`src/rtl/ieac_pkg.sv`:
```
package ieac_pkg;
  typedef struct packed {
    logic g;
    logic p;
  } gp_t;

  // Prefix operator: hi is the more significant span, lo the less significant.
  function automatic gp_t gp_join(gp_t hi, gp_t lo);
    gp_t r;
    r.g = hi.g | (hi.p & lo.g);
    r.p = hi.p & lo.p;
    return r;
  endfunction

  localparam gp_t GP_IDENTITY = '{g: 1'b0, p: 1'b1};
endpackage

```
`src/rtl/ieac_gp_front.sv`:
```
module ieac_gp_front #(
  parameter int WIDTH = 16
) (
  input  logic [WIDTH-1:0] op_a,
  input  logic [WIDTH-1:0] op_b,
  output logic [WIDTH-1:0] bit_g,
  output logic [WIDTH-1:0] bit_p
);
  always_comb begin
    bit_g = op_a & op_b;
    bit_p = op_a ^ op_b;
  end

  // A bit cannot both generate and propagate (supports R1).
  always_comb begin
    p_gp_exclusive_r1: assert ((bit_g & bit_p) == '0)
      else $error("generate and propagate overlap");
  end
endmodule

```
`src/rtl/ieac_sparse_carry.sv`:
```
module ieac_sparse_carry
  import ieac_pkg::*;
#(
  parameter int WIDTH = 16,
  parameter int SPAN  = 4
) (
  input  logic [WIDTH-1:0]        bit_g,
  input  logic [WIDTH-1:0]        bit_p,
  output logic [WIDTH/SPAN-1:0]   grp_cin
);
  localparam int NGRP = WIDTH / SPAN;

  gp_t grp_gp [NGRP];
  gp_t lo_pre [NGRP+1];
  gp_t hi_suf [NGRP+1];

  // Group (G,P) over each span of SPAN bits.
  for (genvar k = 0; k < NGRP; k++) begin : g_grp
    always_comb begin
      gp_t acc;
      acc = GP_IDENTITY;
      for (int i = 0; i < SPAN; i++)
        acc = gp_join('{g: bit_g[k*SPAN+i], p: bit_p[k*SPAN+i]}, acc);
      grp_gp[k] = acc;
    end
  end

  // Sparse prefixes over the groups: lo_pre[k] spans groups below k,
  // hi_suf[k] spans groups k and above.
  always_comb begin
    lo_pre[0] = GP_IDENTITY;
    for (int k = 0; k < NGRP; k++)
      lo_pre[k+1] = gp_join(grp_gp[k], lo_pre[k]);
  end

  always_comb begin
    hi_suf[NGRP] = GP_IDENTITY;
    for (int k = NGRP - 1; k >= 0; k--)
      hi_suf[k] = gp_join(hi_suf[k+1], grp_gp[k]);
  end

  // Inverted end-around carry into each group boundary.
  for (genvar k = 0; k < NGRP; k++) begin : g_cin
    assign grp_cin[k] = lo_pre[k].g | (lo_pre[k].p & ~hi_suf[k].g);
  end

  // Neighbouring boundary carries obey the group ripple rule.
  for (genvar k = 0; k + 1 < NGRP; k++) begin : g_chk
    always_comb begin
      p_ripple_consistent_r5: assert (grp_cin[k+1] ==
          (grp_gp[k].g | (grp_gp[k].p & grp_cin[k])))
        else $error("group carry %0d breaks ripple rule", k + 1);
    end
  end

  // Outside the all-propagate case, carry into bit 0 is the inverted carry out.
  always_comb begin
    if (!hi_suf[0].p)
      p_wrap_inverted_r3: assert (grp_cin[0] ==
          ~(grp_gp[NGRP-1].g | (grp_gp[NGRP-1].p & grp_cin[NGRP-1])))
        else $error("end-around carry not inverted");
  end

  // All bits propagating forces every boundary carry to one.
  always_comb begin
    if (hi_suf[0].p)
      p_allprop_carries_r2: assert (grp_cin == '1)
        else $error("all-propagate carries wrong");
  end
endmodule

```
`src/rtl/ieac_csum_nibble.sv`:
```
module ieac_csum_nibble #(
  parameter int SPAN = 4
) (
  input  logic [SPAN-1:0] nib_g,
  input  logic [SPAN-1:0] nib_p,
  input  logic            nib_cin,
  output logic [SPAN-1:0] nib_sum
);
  logic [SPAN-1:0] cand0, cand1;
  logic [SPAN:0]   rip0, rip1;

  always_comb begin
    rip0[0] = 1'b0;
    rip1[0] = 1'b1;
    for (int i = 0; i < SPAN; i++) begin
      rip0[i+1] = nib_g[i] | (nib_p[i] & rip0[i]);
      rip1[i+1] = nib_g[i] | (nib_p[i] & rip1[i]);
      cand0[i]  = nib_p[i] ^ rip0[i];
      cand1[i]  = nib_p[i] ^ rip1[i];
    end
  end

  assign nib_sum = nib_cin ? cand1 : cand0;

  // The carry-in-1 candidate is one above the carry-in-0 candidate.
  always_comb begin
    p_candidates_step_r6: assert (cand1 == SPAN'(cand0 + 1'b1))
      else $error("candidate sums differ by %0d", cand1 - cand0);
  end
endmodule

```
`src/rtl/ieac_mod_adder.sv`:
```
module ieac_mod_adder #(
  parameter int WIDTH = 16
) (
  input  logic [WIDTH-1:0] in_x,
  input  logic [WIDTH-1:0] in_y,
  output logic [WIDTH-1:0] out_sum
);
  localparam int SPAN = 4;
  localparam int NGRP = WIDTH / SPAN;

  if (WIDTH % SPAN != 0 || WIDTH < SPAN) begin : g_bad_width
    $error("WIDTH must be a positive multiple of 4 (R8)");
  end

  logic [WIDTH-1:0] bit_g, bit_p;
  logic [NGRP-1:0]  grp_cin;

  ieac_gp_front #(.WIDTH(WIDTH)) u_front (
    .op_a  (in_x),
    .op_b  (in_y),
    .bit_g (bit_g),
    .bit_p (bit_p)
  );

  ieac_sparse_carry #(.WIDTH(WIDTH), .SPAN(SPAN)) u_carry (
    .bit_g   (bit_g),
    .bit_p   (bit_p),
    .grp_cin (grp_cin)
  );

  for (genvar k = 0; k < NGRP; k++) begin : g_nib
    ieac_csum_nibble #(.SPAN(SPAN)) u_nib (
      .nib_g   (bit_g[k*SPAN +: SPAN]),
      .nib_p   (bit_p[k*SPAN +: SPAN]),
      .nib_cin (grp_cin[k]),
      .nib_sum (out_sum[k*SPAN +: SPAN])
    );
  end

  // Arithmetic reference for the modular result.
  localparam logic [WIDTH+1:0] MODV = (WIDTH+2)'(1) << WIDTH | (WIDTH+2)'(1);
  logic [WIDTH+1:0] ref_total, ref_red;
  always_comb begin
    ref_total = {2'b00, in_x} + {2'b00, in_y} + (WIDTH+2)'(1);
    ref_red   = (ref_total >= MODV) ? ref_total - MODV : ref_total;
    p_mod_result_r1: assert (out_sum == ref_red[WIDTH-1:0])
      else $error("modular sum mismatch");
  end
endmodule

```
`config.mk`:
```
export PLATFORM = sky130hd
export DESIGN_NAME = ieac_mod_adder
export DESIGN_NICKNAME = d
export VERILOG_FILES = /design/src/rtl/ieac_pkg.sv /design/src/rtl/ieac_gp_front.sv /design/src/rtl/ieac_sparse_carry.sv /design/src/rtl/ieac_csum_nibble.sv /design/src/rtl/ieac_mod_adder.sv
export SDC_FILE = /design/constraint.sdc
export NUM_CORES = 1
export LEC_CHECK = 0
export BUFFER_PORTS_ARGS = -buffer_cell sky130_fd_sc_hd__buf_2
export CAP_MARGIN = 20
export CORE_ASPECT_RATIO = 0.9
export CORE_MARGIN = 1
export CORE_UTILIZATION = 53
export DETAILED_ROUTE_END_ITERATION = 7
export GPL_TIMING_DRIVEN = 0
export PLACE_DENSITY = 0.94
export SLEW_MARGIN = 20
export SYNTH_ARGS = -nofsm -noshare
export SYNTH_HDL_FRONTEND = slang
export SYNTH_SLANG_ARGS = --single-unit
```
`constraint.sdc`:
```
create_clock -name vclk -period 4.7
set_input_delay 0 -clock vclk [all_inputs]
set_output_delay 0 -clock vclk [all_outputs]
set_load 0.03 [all_outputs]
```
**Word-level counts from Yosys, hierarchy flattened**

Index checks and enable logic that the tools add are counted.

- Register bits after elaboration: 0
- Bits in writable memories: 0
- Memory bits (read-only): 0
- Input bits: 32
- Word-level logic and storage cells: 113
- Latch bits: 0
- Memories kept: 0
- Output and inout bits: 16

- Order comparisons: 0
- Equality and inequality tests: 0
- Add/subtract/negate cells: 0
- Multiplexer cells: 4
- Div/mod/pow operators: 0
- Multiply operators: 0
- Bitwise gates (word level): 109
- Shift operators: 0
- Reduce and logical (&&, ||, !) cells: 0

Operator list:

| cell | count |
|---|---|
| $and A1 B1 Y1 | 44 |
| $or A1 B1 Y1 | 32 |
| $xor A1 B1 Y1 | 24 |
| $and A16 B16 Y16 | 1 |
| $mux W4 | 4 |
| $xor A16 B16 Y16 | 1 |
| $not A1 Y1 | 7 |

**Logic depth before layout (Yosys ltp)**

Gate-level depths: netlist of run 1.

- Depth in word-level cells: 14
- Gate-level depth with buffers: 8

**Cells and area by module**

From an unflattened synthesis of run 1, not the netlist that was laid out.

- Cell total of the unflattened synthesis: 80
- Area, all modules: 665.6 um^2

Modules (own cells, without submodules):

| module | cells an instance | instances | area each (um^2) |
|---|---|---|---|
| ieac_csum_nibble | 7 | 4 | 62.6 |
| ieac_sparse_carry | 36 | 1 | 215.2 |
| ieac_gp_front | 16 | 1 | 200.2 |

**Worst setup path before layout of run 1**

No wires, ideal clock.

- Kind: input -> output
- Start point: input in_x[9]
- End point: output out_sum[7]
- Data required time: 4.700 ns
- Arrival time: 2.347 ns
- Slack: 2.353 ns
- Cell stages on the path: 6
- Path buffers: 0
- Cell sequence: ha_1 > a21oi_1 > o21ai_1 > a22oi_1 > a32oi_1 > o311ai_0

- Cells in the longest elaborated chain, start to end: 14

RTL lines:

| element | RTL line | RTL |
|---|---|---|
| from (decl) | ieac_mod_adder.sv:4 | `input logic [WIDTH-1:0] in_x,` |
| $xor A16 B16 Y16 | ieac_gp_front.sv:11 | `bit_p = op_a ^ op_b;` |
| $and A1 B1 Y1 | ieac_pkg.sv:10 | `r.g = hi.g \| (hi.p & lo.g);` |
| $or A1 B1 Y1 | ieac_pkg.sv:10 |  |
| $and A1 B1 Y1 | ieac_pkg.sv:10 |  |
| $or A1 B1 Y1 | ieac_pkg.sv:10 |  |
| $and A1 B1 Y1 | n/a |  |
| $or A1 B1 Y1 | n/a |  |
| $and A1 B1 Y1 | ieac_pkg.sv:10 |  |
| $or A1 B1 Y1 | ieac_pkg.sv:10 |  |
| $or A1 B1 Y1 * | ieac_pkg.sv:10 |  |
| $not A1 Y1 * | ieac_sparse_carry.sv:44 | `assign grp_cin[k] = lo_pre[k].g \| (lo_pre[k].p & ~hi_suf[k].g);` |
| $and A1 B1 Y1 * | ieac_sparse_carry.sv:44 |  |
| $or A1 B1 Y1 * | ieac_sparse_carry.sv:44 |  |
| $mux W4 * | ieac_csum_nibble.sv:23 | `assign nib_sum = nib_cin ? cand1 : cand0;` |
| to (decl) | ieac_mod_adder.sv:6 | `output logic [WIDTH-1:0] out_sum` |

Every way passes the cells marked *; elsewhere a longest branch is shown, timed or not.

**Worst setup path after layout of run 1**

- Start point: input in_x[9]
- End point: output out_sum[11]

- Cells in the longest elaborated chain, start to end: 13

RTL lines:

| element | RTL line |
|---|---|
| $xor A16 B16 Y16 | ieac_gp_front.sv:11 |
| $and A1 B1 Y1 | ieac_pkg.sv:10, ieac_csum_nibble.sv:16 |
| $or A1 B1 Y1 | ieac_pkg.sv:10, ieac_csum_nibble.sv:16 |
| $and A1 B1 Y1 | ieac_pkg.sv:10, ieac_csum_nibble.sv:16 |
| $or A1 B1 Y1 | ieac_pkg.sv:10, ieac_csum_nibble.sv:16 |
| $and A1 B1 Y1 | n/a |
| $or A1 B1 Y1 | n/a |
| $and A1 B1 Y1 | ieac_pkg.sv:10 |
| $or A1 B1 Y1 | ieac_pkg.sv:10 |
| $not A1 Y1 | ieac_sparse_carry.sv:44 |
| $and A1 B1 Y1 | ieac_sparse_carry.sv:44 |
| $or A1 B1 Y1 | ieac_sparse_carry.sv:44 |
| $mux W4 * | ieac_csum_nibble.sv:23 |

Marks and branches as above.

==> results of run 1 <==
==> placed cells by master (no fill, tap or decap), types with 3 or more instances in the layout <==
cell / count
and4_1: 3
buf_2: 48
nand4_1: 5
a21oi_1: 12
mux2i_1: 4
nor3_1: 4
nor2_1: 8
nand2_1: 8
o21ai_0: 4
inv_1: 14
a211oi_1: 4
xor2_1: 4
o21a_1: 3
ha_1: 20
xnor2_1: 8
==> power groups by stage <==
stage	sequential (mW)	combinational, mW	clock, mW
2_1_floorplan	0	0.182	0
3_3_place_gp	0	0.238	0
3_5_place_dp	0	0.246	0
5_1_grt	0	0.270	0
6_report	0	0.248	0
4_1_cts	0	0.247	0
==> layer usage <==
metal / part of all wire (%) / global-route usage [%] / vias up
li1: - / - / 630
met1: 46 / 31.1 / 570
met2: 51 / 48.2 / 35
met3: 3.8 / 0.426 / 0
met4: 0 / 3.89 / 0
met5: 0 / 0 / -
==> worst min path at each step <==
stage / start / cells after the start / end / slack, ns
finish: in_y[2] / 4 / out_sum[2] / 0.54
global placement: in_y[1] / 4 / out_sum[1] / 0.51
floorplan: in_y[4] / 3 / out_sum[4] / 0.38
global route: in_y[1] / 4 / out_sum[1] / 0.58
CTS: in_y[1] / 4 / out_sum[1] / 0.54
detailed placement: in_y[1] / 4 / out_sum[1] / 0.53
==> stage by stage <==
stage               hold slack, ns  power [mW]  utilization, %  std cells
floorplan                    0.379       0.182               -        137
global placement             0.512       0.238            73.7        209
detailed placement           0.534       0.246            73.7        209
CTS                          0.535       0.247            73.7        209
global route                 0.581       0.270            73.7        209
finish                       0.537       0.248            73.7        209
==> layout make-up <==
class / count / area, um2 / area share [%]
buffer: 1 / 5.00 / 0.396
inverter: 14 / 52.6 / 4.15
multi-input combinational: 122 / 937 / 74.1
tap: 24 / 30.0 / 2.37
timing repair buffer: 48 / 240 / 19.0
==> cell families after synthesis <==
family / count (synthesis) / share of synthesized area (%)
buf+inv: 15 / 5.79
xor+xnor: 12 / 10.6
simple gates: 41 / 22.5
mux: 4 / 4.03
fa+ha+maj: 20 / 25.2
compound gates: 45 / 32.0
==> run summary, run 1 <==
status = completed
dpl hpwl = 2160 um
synth-to-layout area growth = 27.2%
first-pass GRT wire length = 4110 um
Storage cell area = 0 um2
initial core utilization = 57.9%
layout cell share with drive strength beyond 1 = 27.0%
pin slew with the least headroom to its limit = 0.471 ns
crit path to = out_sum[11]
fin crit share = 50.3%
cts hold-fix bufs = 0
Final min period = 2.36 ns
post-synthesis sequential area ratio = 0%
Setup WS pre-CTS = 2.38 ns
initial antenna violation count = 0
CP delay by family, top = compound AO/OA/AOI/OAI gates
leak pwr = 0.645 nW
most used cell along the critical path = buf_2
final setup fails = 0
Final TNS setup = 0 ns
Post-Layout Inst Area = 1260 um2
gp weighted congestion = 0.834
gr ovfl total = 0
Mean Syn Cell Area = 7.26 um2
Core Area = 1720 um2
max incr delay on CP = 0.43 ns
DRC = 0
Post-DRT Antenna Nets = 0
P_int = 0.0885 mW
yosys warns = 0
Synth area leader = ha_1
Clock power frac = 0%
buffer and inverter count on the worst path = 2
type of the worst setup path = input pin to primary output
DRT iter0 DRCs = 23
CP startpoint = in_x[9]
combinational share of power = 100.0%
final hold vios = 0
worst hold path type = input pin to primary output
most frequent cells after synthesis = ha_1 (20), inv_1 (14), a21oi_1 (12)
Worst path slowest cell = a2111o_1
Worst path depth = 9
top cell type's share of synthesized area = 25.2%
largest net degree at the start of global routing = 8
CP Capture Type = primary output
Post-Route WL = 2510 um
PD cells = 196 nW/um2
CTS resizes = 0
worst path arrival time = 2.36 ns
Peak VDD IR = 0.123 mV
Required @ worst endpoint = 4.70 ns
sw power = 0.160 mW
placed cell areas = 1260 um2
CLK BUF = 0
GRT Total Usage = 25.5%
relative slew slack = 68.4%
number of buffers added for setup after CTS = 0
IO buf count = 48
Post-Synthesis Cell Area = 995 um2
Syn Nets = 189
Sw Share = 64.3%
FP Rows = 14
FILL cells = 153
synth unique cells = 40
Max FO, Critical Path = 7
number of global-route vias before repair = 1076
Net count, final = 239
Vias/cell = 5.91
# diodes = 0
Fmax achieved = 423 MHz
final worst slack = 2.34 ns
unrepaired setup endpoints after global routing = false
DR pass1 iterations = 4
Seq pwr share = 0%
I/O pins = 48
critical-path cell list = buf_2 > ha_1 > a21oi_1 > o21ai_1 > a211oi_1 > o21ai_0 > a2111o_1 > o311ai_1 > buf_2
critical path launch point type = input pin
Post-Syn Instances = 137
vias = 1235
final slew viol count = 0
die area = 2050 um2
seq_cells = 0
most repeated cell in the gate-level netlist after synthesis = ha_1
die height = 43.1 um
Die W = 47.7 um
drt wl/cell = 12.0 um
synth top area cells = ha_1 (25%), xnor2_1 (7.0%), a21oi_1 (6.0%)
Max-Cap Viols = 0
Power figures use the tool's default switching activity.
==> inputs of run 2 (changes only) <==
--- a/config.mk
+++ b/config.mk
@@ -9,10 +9,10 @@
 export CAP_MARGIN = 20
 export CORE_ASPECT_RATIO = 0.9
 export CORE_MARGIN = 1
-export CORE_UTILIZATION = 53
+export CORE_UTILIZATION = 45
 export DETAILED_ROUTE_END_ITERATION = 7
 export GPL_TIMING_DRIVEN = 0
-export PLACE_DENSITY = 0.94
+export PLACE_DENSITY = 0.85
 export SLEW_MARGIN = 20
 export SYNTH_ARGS = -nofsm -noshare
 export SYNTH_HDL_FRONTEND = slang
==> constraint.sdc (replaced) <==
create_clock -name vclk -period 2
set_input_delay 0 -clock vclk [all_inputs]
set_output_delay 0 -clock vclk [all_outputs]
set_load 0.03 [all_outputs]
==> run 2 against run 1 <==
  * The run now ends with setup timing left
  * First-iteration DRC count rose to 3.4 times the previous value
  * Total power grew to 3.6 times the previous value
  * Sequential share of layout area stayed put
  * Global-route usage grew 1.7 points
  * Combinational power grew to 3.6 times the previous value
  * Clock-buffer cell count unchanged
  * Worst hold slack worse by 0.072 ns
  * Die area rose by 17%
  * Routed wire length is 85% higher
  * Critical path depth unchanged
  * Critical path type unchanged
==> run summary, run 2 (synthesized netlist as in run 1, its figures left out) <==
pin slew with the least headroom to its limit = 0.673 ns (was 0.471 ns)
P_int = 0.377 mW (was 0.0885 mW)
number of global-route vias before repair = 1251 (was 1076)
status = complete, but fails checks (was completed)
worst min-delay path startpoint = in_y[2] (unchanged)
DRC = 0 (unchanged)
first-pass GRT wire length = 5060 um (was 4110 um)
met3 WL post-DR = 241 um (was 94 um)
final hold vios = 0 (unchanged)
Max Used Layer = met4 (was met3)
critical-path cell list = buf_2 > ha_4 > o21a_1 > a21o_1 > a21o_4 > or3_4 > a2111o_1 > o311ai_4 > buf_6 (was buf_2 > ha_1 > a21oi_1 > o21ai_1 > a211oi_1 > o21ai_0 > a2111o_1 > o311ai_1 > buf_2)
# diodes = 0 (unchanged)
Required @ worst endpoint = 2.00 ns (was 4.70 ns)
final slew viol count = 0 (unchanged)
WHS Path Cells = 4 (unchanged)
Post-DRT Antenna Nets = 0 (unchanged)
worst hold path type = input pin to primary output (unchanged)
relative slew slack = 54.0% (was 68.4%)
combinational share of power = 100.0% (about the same)
worst path arrival time = 2.13 ns (was 2.36 ns)
Max-Cap Viols = 0 (unchanged)
DRT iter0 DRCs = 78 (was 23)
Core Area = 1990 um2 (was 1720 um2)
CP startpoint = in_x[2] (was in_x[9])
Clock power frac = 0% (about the same)
failing checks = setup timing
die height = 46.6 um (was 43.1 um)
FP Rows = 15 (was 14)
DR pass1 iterations = 4 (unchanged)
final setup fails = 12 (was 0)
die area = 2400 um2 (was 2050 um2)
Peak VDD IR = 0.394 mV (was 0.123 mV)
dpl hpwl = 2390 um (was 2160 um)
Max FO, Critical Path = 5 (was 7)
M1 WL = 1810 um (was 1150 um)
synth-to-layout area growth = 79.7% (was 27.2%)
initial antenna violation count = 0 (unchanged)
Vias/cell = 6.64 (was 5.91)
Die W = 51.6 um (was 47.7 um)
Seq pwr share = 0% (about the same)
commonest non-fill, non-tap cell in the layout = buf_2 (unchanged)
drt wl/cell = 20.4 um (was 12.0 um)
leak pwr = 0.786 nW (was 0.645 nW)
Storage cell area = 0 um2 (unchanged)
WL met2 = 2440 um (was 1270 um)
Final TNS setup = -0.727 ns (was 0 ns)
Sw Share = 57.4% (was 64.3%)
seq_cells = 0 (unchanged)
Net count, final = 256 (was 239)
IO buf count = 48 (unchanged)
most frequent cells in the layout = buf_2 (35), buf_4 (22), inv_1 (14), ha_1 (8) (was buf_2 (48), ha_1 (20), inv_1 (14), a21oi_1 (12))
fin crit share = 107%
Post-Route WL = 4630 um (was 2510 um)
layout cell share with drive strength beyond 1 = 57.4% (was 27.0%)
max incr delay on CP = 0.42 ns (was 0.43 ns)
vias = 1507 (was 1235)
gr ovfl total = 0 (unchanged)
Setup WS pre-CTS = -0.424 ns (was 2.38 ns)
PD cells = 495 nW/um2 (was 196 nW/um2)
Worst path slowest cell = a2111o_1 (unchanged)
critical path launch point type = input pin (unchanged)
FILL cells = 85 (was 153)
Final min period = 2.13 ns
type of the worst setup path = input pin to primary output (unchanged)
GRT Total Usage = 27.2% (was 25.5%)
gp weighted congestion = 0.770 (was 0.834)
largest net degree at the start of global routing = 8 (unchanged)
CP Capture Type = primary output (unchanged)
final worst slack = -0.133 ns (was 2.34 ns)
CLK BUF = 0 (unchanged)
initial core utilization = 50.0% (was 57.9%)
Fmax achieved = 469 MHz
I/O pins = 48 (unchanged)
sw power = 0.508 mW (was 0.160 mW)
unrepaired setup endpoints after global routing = true (was false)
hold path endpoint = out_sum[2] (unchanged)
-- run 2: cell count changes in the layout (fill, tap and decap cells not counted), sizes merged --
cell,previous run,this run
buf,48,64
clkbuf,1,2
-- run 2: through the flow --
stage | hold slack (ns) | std cells | utilization, % | power (mW) | instance area [um2]
2_1_floorplan | 0.267 | 137 | - | 0.466 | 1070
3_3_place_gp | 0.471 | 210 | 67.5 | 0.604 | 1340
3_5_place_dp | 0.476 | 210 | 67.5 | 0.625 | 1340
4_1_cts | 0.476 | 220 | 77.3 | 0.719 | 1540
5_1_grt | 0.481 | 227 | 89.9 | 0.921 | 1790
6_report | 0.464 | 227 | 89.9 | 0.885 | 1790
-- run 2: critical path: cells and delay by family --
family | cells | cell delay, ns
compound gates | 5 | 1.19
simple gates | 1 | 0.39
buf+inv | 2 | 0.28
fa+ha+maj | 1 | 0.26
-- run 2: cell type report --
cell class	instances	area, um2	area share, %
plain buffers	1	5.00	0.280
inverters	14	52.6	2.94
multi-input cells	122	1270	71.2
well taps	25	31.3	1.75
repair buffers	65	427	23.9
-- run 2: how the worst max path moves through the flow --
| stage | to | cells past startpoint |
|---|---|---|
| floorplan | out_sum[7] | 6 |
| global placement | out_sum[11] | 9 |
| detailed placement | out_sum[11] | 9 |
| CTS | out_sum[11] | 9 |
| global route | out_sum[7] | 11 |
| finish | out_sum[11] | 9 |
-- run 2: timing repair --
action                                  in CTS  in global routing
setup buffers                               10                  7
hold endpoints to repair                     0                  0
gates resized for setup                     32                 43
gates cloned                                 0                  0
pin swaps                                   11                 15
hold buffers                                 0                  0
endpoints found under the setup margin      12                 14
-- run 2: power by group through the flow --
stage | Clock, mW | Combinational (mW) | Sequential [mW]
detailed placement | 0 | 0.625 | 0
CTS | 0 | 0.719 | 0
floorplan | 0 | 0.466 | 0
finish | 0 | 0.885 | 0
global placement | 0 | 0.604 | 0
global route | 0 | 0.921 | 0
-- run 2: routing by layer --
| layer | GRT usage (%) | vias to the layer above |
|---|---|---|
| li1 | - | 663 |
| met1 | 28.7 | 723 |
| met2 | 60.0 | 103 |
| met3 | 0.330 | 18 |
| met4 | 4.86 | 0 |
| met5 | 0 | - |
==> inputs of run 3 (changes only) <==
--- a/config.mk
+++ b/config.mk
@@ -11,8 +11,8 @@
 export CORE_MARGIN = 1
 export CORE_UTILIZATION = 45
 export DETAILED_ROUTE_END_ITERATION = 7
-export GPL_TIMING_DRIVEN = 0
 export PLACE_DENSITY = 0.85
+export REMOVE_ABC_BUFFERS = 1
 export SLEW_MARGIN = 20
 export SYNTH_ARGS = -nofsm -noshare
 export SYNTH_HDL_FRONTEND = slang
==> run 3 against run 2 <==
  * The flow now stops in global routing (5_1_grt)
  * Area after synthesis unchanged
  * Synthesized cell count is the same
==> run summary, run 3 <==
worst_ep grt = out_sum[2]
die height = 46.6 um (unchanged)
most frequent cells after synthesis = ha_1 (20), inv_1 (14), a21oi_1 (12) (unchanged)
top cell type's share of synthesized area = 25.2% (unchanged)
Stop Error = [ERROR DPL-0038] Utilization greater than 100%, impossible to legalize
synth unique cells = 40 (unchanged)
status = stopped before the end (was complete, but fails checks)
initial core utilization = 50.0% (unchanged)
yosys warns = 0 (unchanged)
post-synthesis sequential area ratio = 0% (unchanged)
FP Rows = 15 (unchanged)
most repeated cell in the gate-level netlist after synthesis = ha_1 (unchanged)
Die W = 51.6 um (unchanged)
Post-Synthesis Cell Area = 995 um2 (unchanged)
I/O pins = 48 (unchanged)
gp weighted congestion = 0.804 (was 0.770)
Worst End Pin Type = primary output
IO buf count = 48 (unchanged)
Fail Step = global routing (5_1_grt)
Post-Syn Instances = 137 (unchanged)
Synth area leader = ha_1 (unchanged)
dpl hpwl = 2790 um (was 2390 um)
synth top area cells = ha_1 (25%), xnor2_1 (7.0%), a21oi_1 (6.0%) (unchanged)
largest net degree at the start of global routing = 7
Mean Syn Cell Area = 7.26 um2 (unchanged)
run 3: cell counts after synthesis:
Identical to the previous run, type by type.
run 3: through the flow:
stage / instances / util, % / setup slack, ns / cell area (um2)
floorplan: 136 / - / -0.347 / 990
global placement: 245 / 77.0 / -0.153 / 1530
detailed placement: 245 / 77.0 / -0.271 / 1530
CTS: 248 / 83.2 / -0.118 / 1660
run 3: repair_timing:
item / 4_1_cts
setup buffers: 3
endpoints found under the setup margin: 11
resized for setup: 24
pin swaps: 9
hold buffers: 0
hold endpoints to repair: 0
run 3: logic make-up after synthesis:
logic type,after synthesis,synth area share (%)
AOI/OAI and AO/OA,45,32.0
and+or+nand+nor,41,22.5
adders and majority gates,20,25.2
buffers and inverters,15,5.79
xor gates and xnor gates,12,10.6
muxes,4,4.03
==> inputs of run 4 (changes only) <==
--- a/config.mk
+++ b/config.mk
@@ -7,11 +7,10 @@
 export LEC_CHECK = 0
 export BUFFER_PORTS_ARGS = -buffer_cell sky130_fd_sc_hd__buf_2
 export CAP_MARGIN = 20
-export CORE_ASPECT_RATIO = 0.9
-export CORE_MARGIN = 1
-export CORE_UTILIZATION = 45
+export CORE_AREA = 2 2 63 65
 export DETAILED_ROUTE_END_ITERATION = 7
-export PLACE_DENSITY = 0.85
+export DIE_AREA = 0 0 65 67
+export PLACE_DENSITY_LB_ADDON = 0.15
 export REMOVE_ABC_BUFFERS = 1
 export SLEW_MARGIN = 20
 export SYNTH_ARGS = -nofsm -noshare
==> constraint.sdc (replaced) <==
create_clock -name vclk -period 2.6
set_input_delay 0 -clock vclk [all_inputs]
set_output_delay 0 -clock vclk [all_outputs]
set_load 0.03 [all_outputs]
==> run 4 against run 3 <==
  * The flow now finishes without violations
==> run summary, run 4 (synthesized netlist as in run 1, its figures left out) <==
status = completed (was stopped before the end)
critical path launch point type = input pin
Max FO, Critical Path = 7
leak pwr = 0.646 nW
most used cell along the critical path = buf_2
pin slew with the least headroom to its limit = 0.412 ns
seq_cells = 0
Post-Layout Inst Area = 1300 um2
initial antenna violation count = 0
Required @ worst endpoint = 2.60 ns
GRT Total Usage = 12.0%
CP delay by family, top = compound AO/OA/AOI/OAI gates
type of the worst setup path = input pin to primary output
placed insts = 233 (was 245)
buffer and inverter count on the worst path = 2
final setup fails = 0
vias = 1199
unrepaired setup endpoints after global routing = false
die area = 4360 um2
layout cell share with drive strength beyond 1 = 27.0%
gr ovfl total = 0
number of buffers added for setup after CTS = 0 (was 3)
final std cells w/o fill = 233
Worst path slowest cell = a2111o_1
most frequent cells in the layout = buf_2 (48), ha_1 (20), inv_1 (14), a21oi_1 (12)
placed cell areas = 1300 um2 (was 1530 um2)
Peak VDD IR = 0.217 mV
initial core utilization = 27.6% (was 50.0%)
PD cells = 347 nW/um2
Net count, final = 239
# diodes = 0
number of global-route vias before repair = 1046
IO buf count = 48 (unchanged)
fin crit share = 89.1%
die height = 67 um (was 46.6 um)
final slew viol count = 0
drt wl/cell = 11.2 um
FILL cells = 407
Fmax achieved = 432 MHz
DRT iter0 DRCs = 30
critical-path cell list = buf_2 > ha_1 > a21oi_1 > o21ai_1 > a211oi_1 > o21ai_0 > a2111o_1 > o311ai_1 > buf_2
final hold vios = 0
first-pass GRT wire length = 4410 um
DRC = 0
Max-Cap Viols = 0
gp weighted congestion = 0.782 (was 0.804)
dpl hpwl = 2310 um (was 2790 um)
relative slew slack = 71.8%
Final min period = 2.32 ns
Final TNS setup = 0 ns
Vias/cell = 5.15
Die W = 65 um (was 51.6 um)
cts hold-fix bufs = 0 (unchanged)
commonest non-fill, non-tap cell in the layout = buf_2
CP Capture Type = primary output
DR pass1 iterations = 4
worst hold path type = input pin to primary output
Storage cell area = 0 um2
FP Rows = 22 (was 15)
CLK BUF = 0
Core Area = 3610 um2
Post-DRT Antenna Nets = 0
Post-Route WL = 2610 um
CTS resizes = 0 (was 24)
max incr delay on CP = 0.43 ns
I/O pins = 48 (unchanged)
synth-to-layout area growth = 30.4%
worst path arrival time = 2.32 ns
largest net degree at the start of global routing = 8
==> run 4: power breakdown <==
group	total (mW)	switching [mW]	internal, mW
Sequential	0	0	0
Clock	0	0	0
Combinational	0.450	0.288	0.163
Total	0.450	0.288	0.163
==> run 4: final cells by class <==
cell class,instances,area [um2],area share [%]
Timing Repair Buffer,49,248,19.1
Multi-Input combinational cell,122,937,72.2
Inverter,14,52.6,4.05
Tap cell,48,60.1,4.63
==> run 4: through the flow <==
| step | util [%] | hold WS (ns) | setup WS, ns | total power, mW |
|---|---|---|---|---|
| after floorplan | - | 0.379 | 0.253 | 0.328 |
| after global placement | 36.0 | 0.523 | 0.322 | 0.446 |
| after detailed placement | 36.0 | 0.540 | 0.287 | 0.451 |
| after CTS | 36.0 | 0.539 | 0.283 | 0.454 |
| after global routing | 36.0 | 0.579 | 0.0533 | 0.493 |
| final | 36.0 | 0.531 | 0.283 | 0.450 |
==> run 4: final timing paths <==
| path | start | end | slack (ns) | cells past startpoint |
|---|---|---|---|---|
| hold / removal | in_y[0] | out_sum[0] | 0.53 | 5 |
| setup / recovery | in_x[9] | out_sum[11] | 0.28 | 9 |
==> run 4: worst min-delay path, cell delays in order <==
cell and delay [ns]:
buf_2 0.10, inv_1 0.05, ha_1 0.14, xnor2_1 0.07
buf_2 0.17
==> run 4: layer usage <==
metal | up-vias | GRT usage (%) | wire [um]
met2 | 33 | 23.8 | 1340
met1 | 537 | 15.1 | 1150
met4 | 0 | 0 | 0
met3 | 0 | 0.338 | 127
met5 | - | 0 | 0
li1 | 629 | - | -
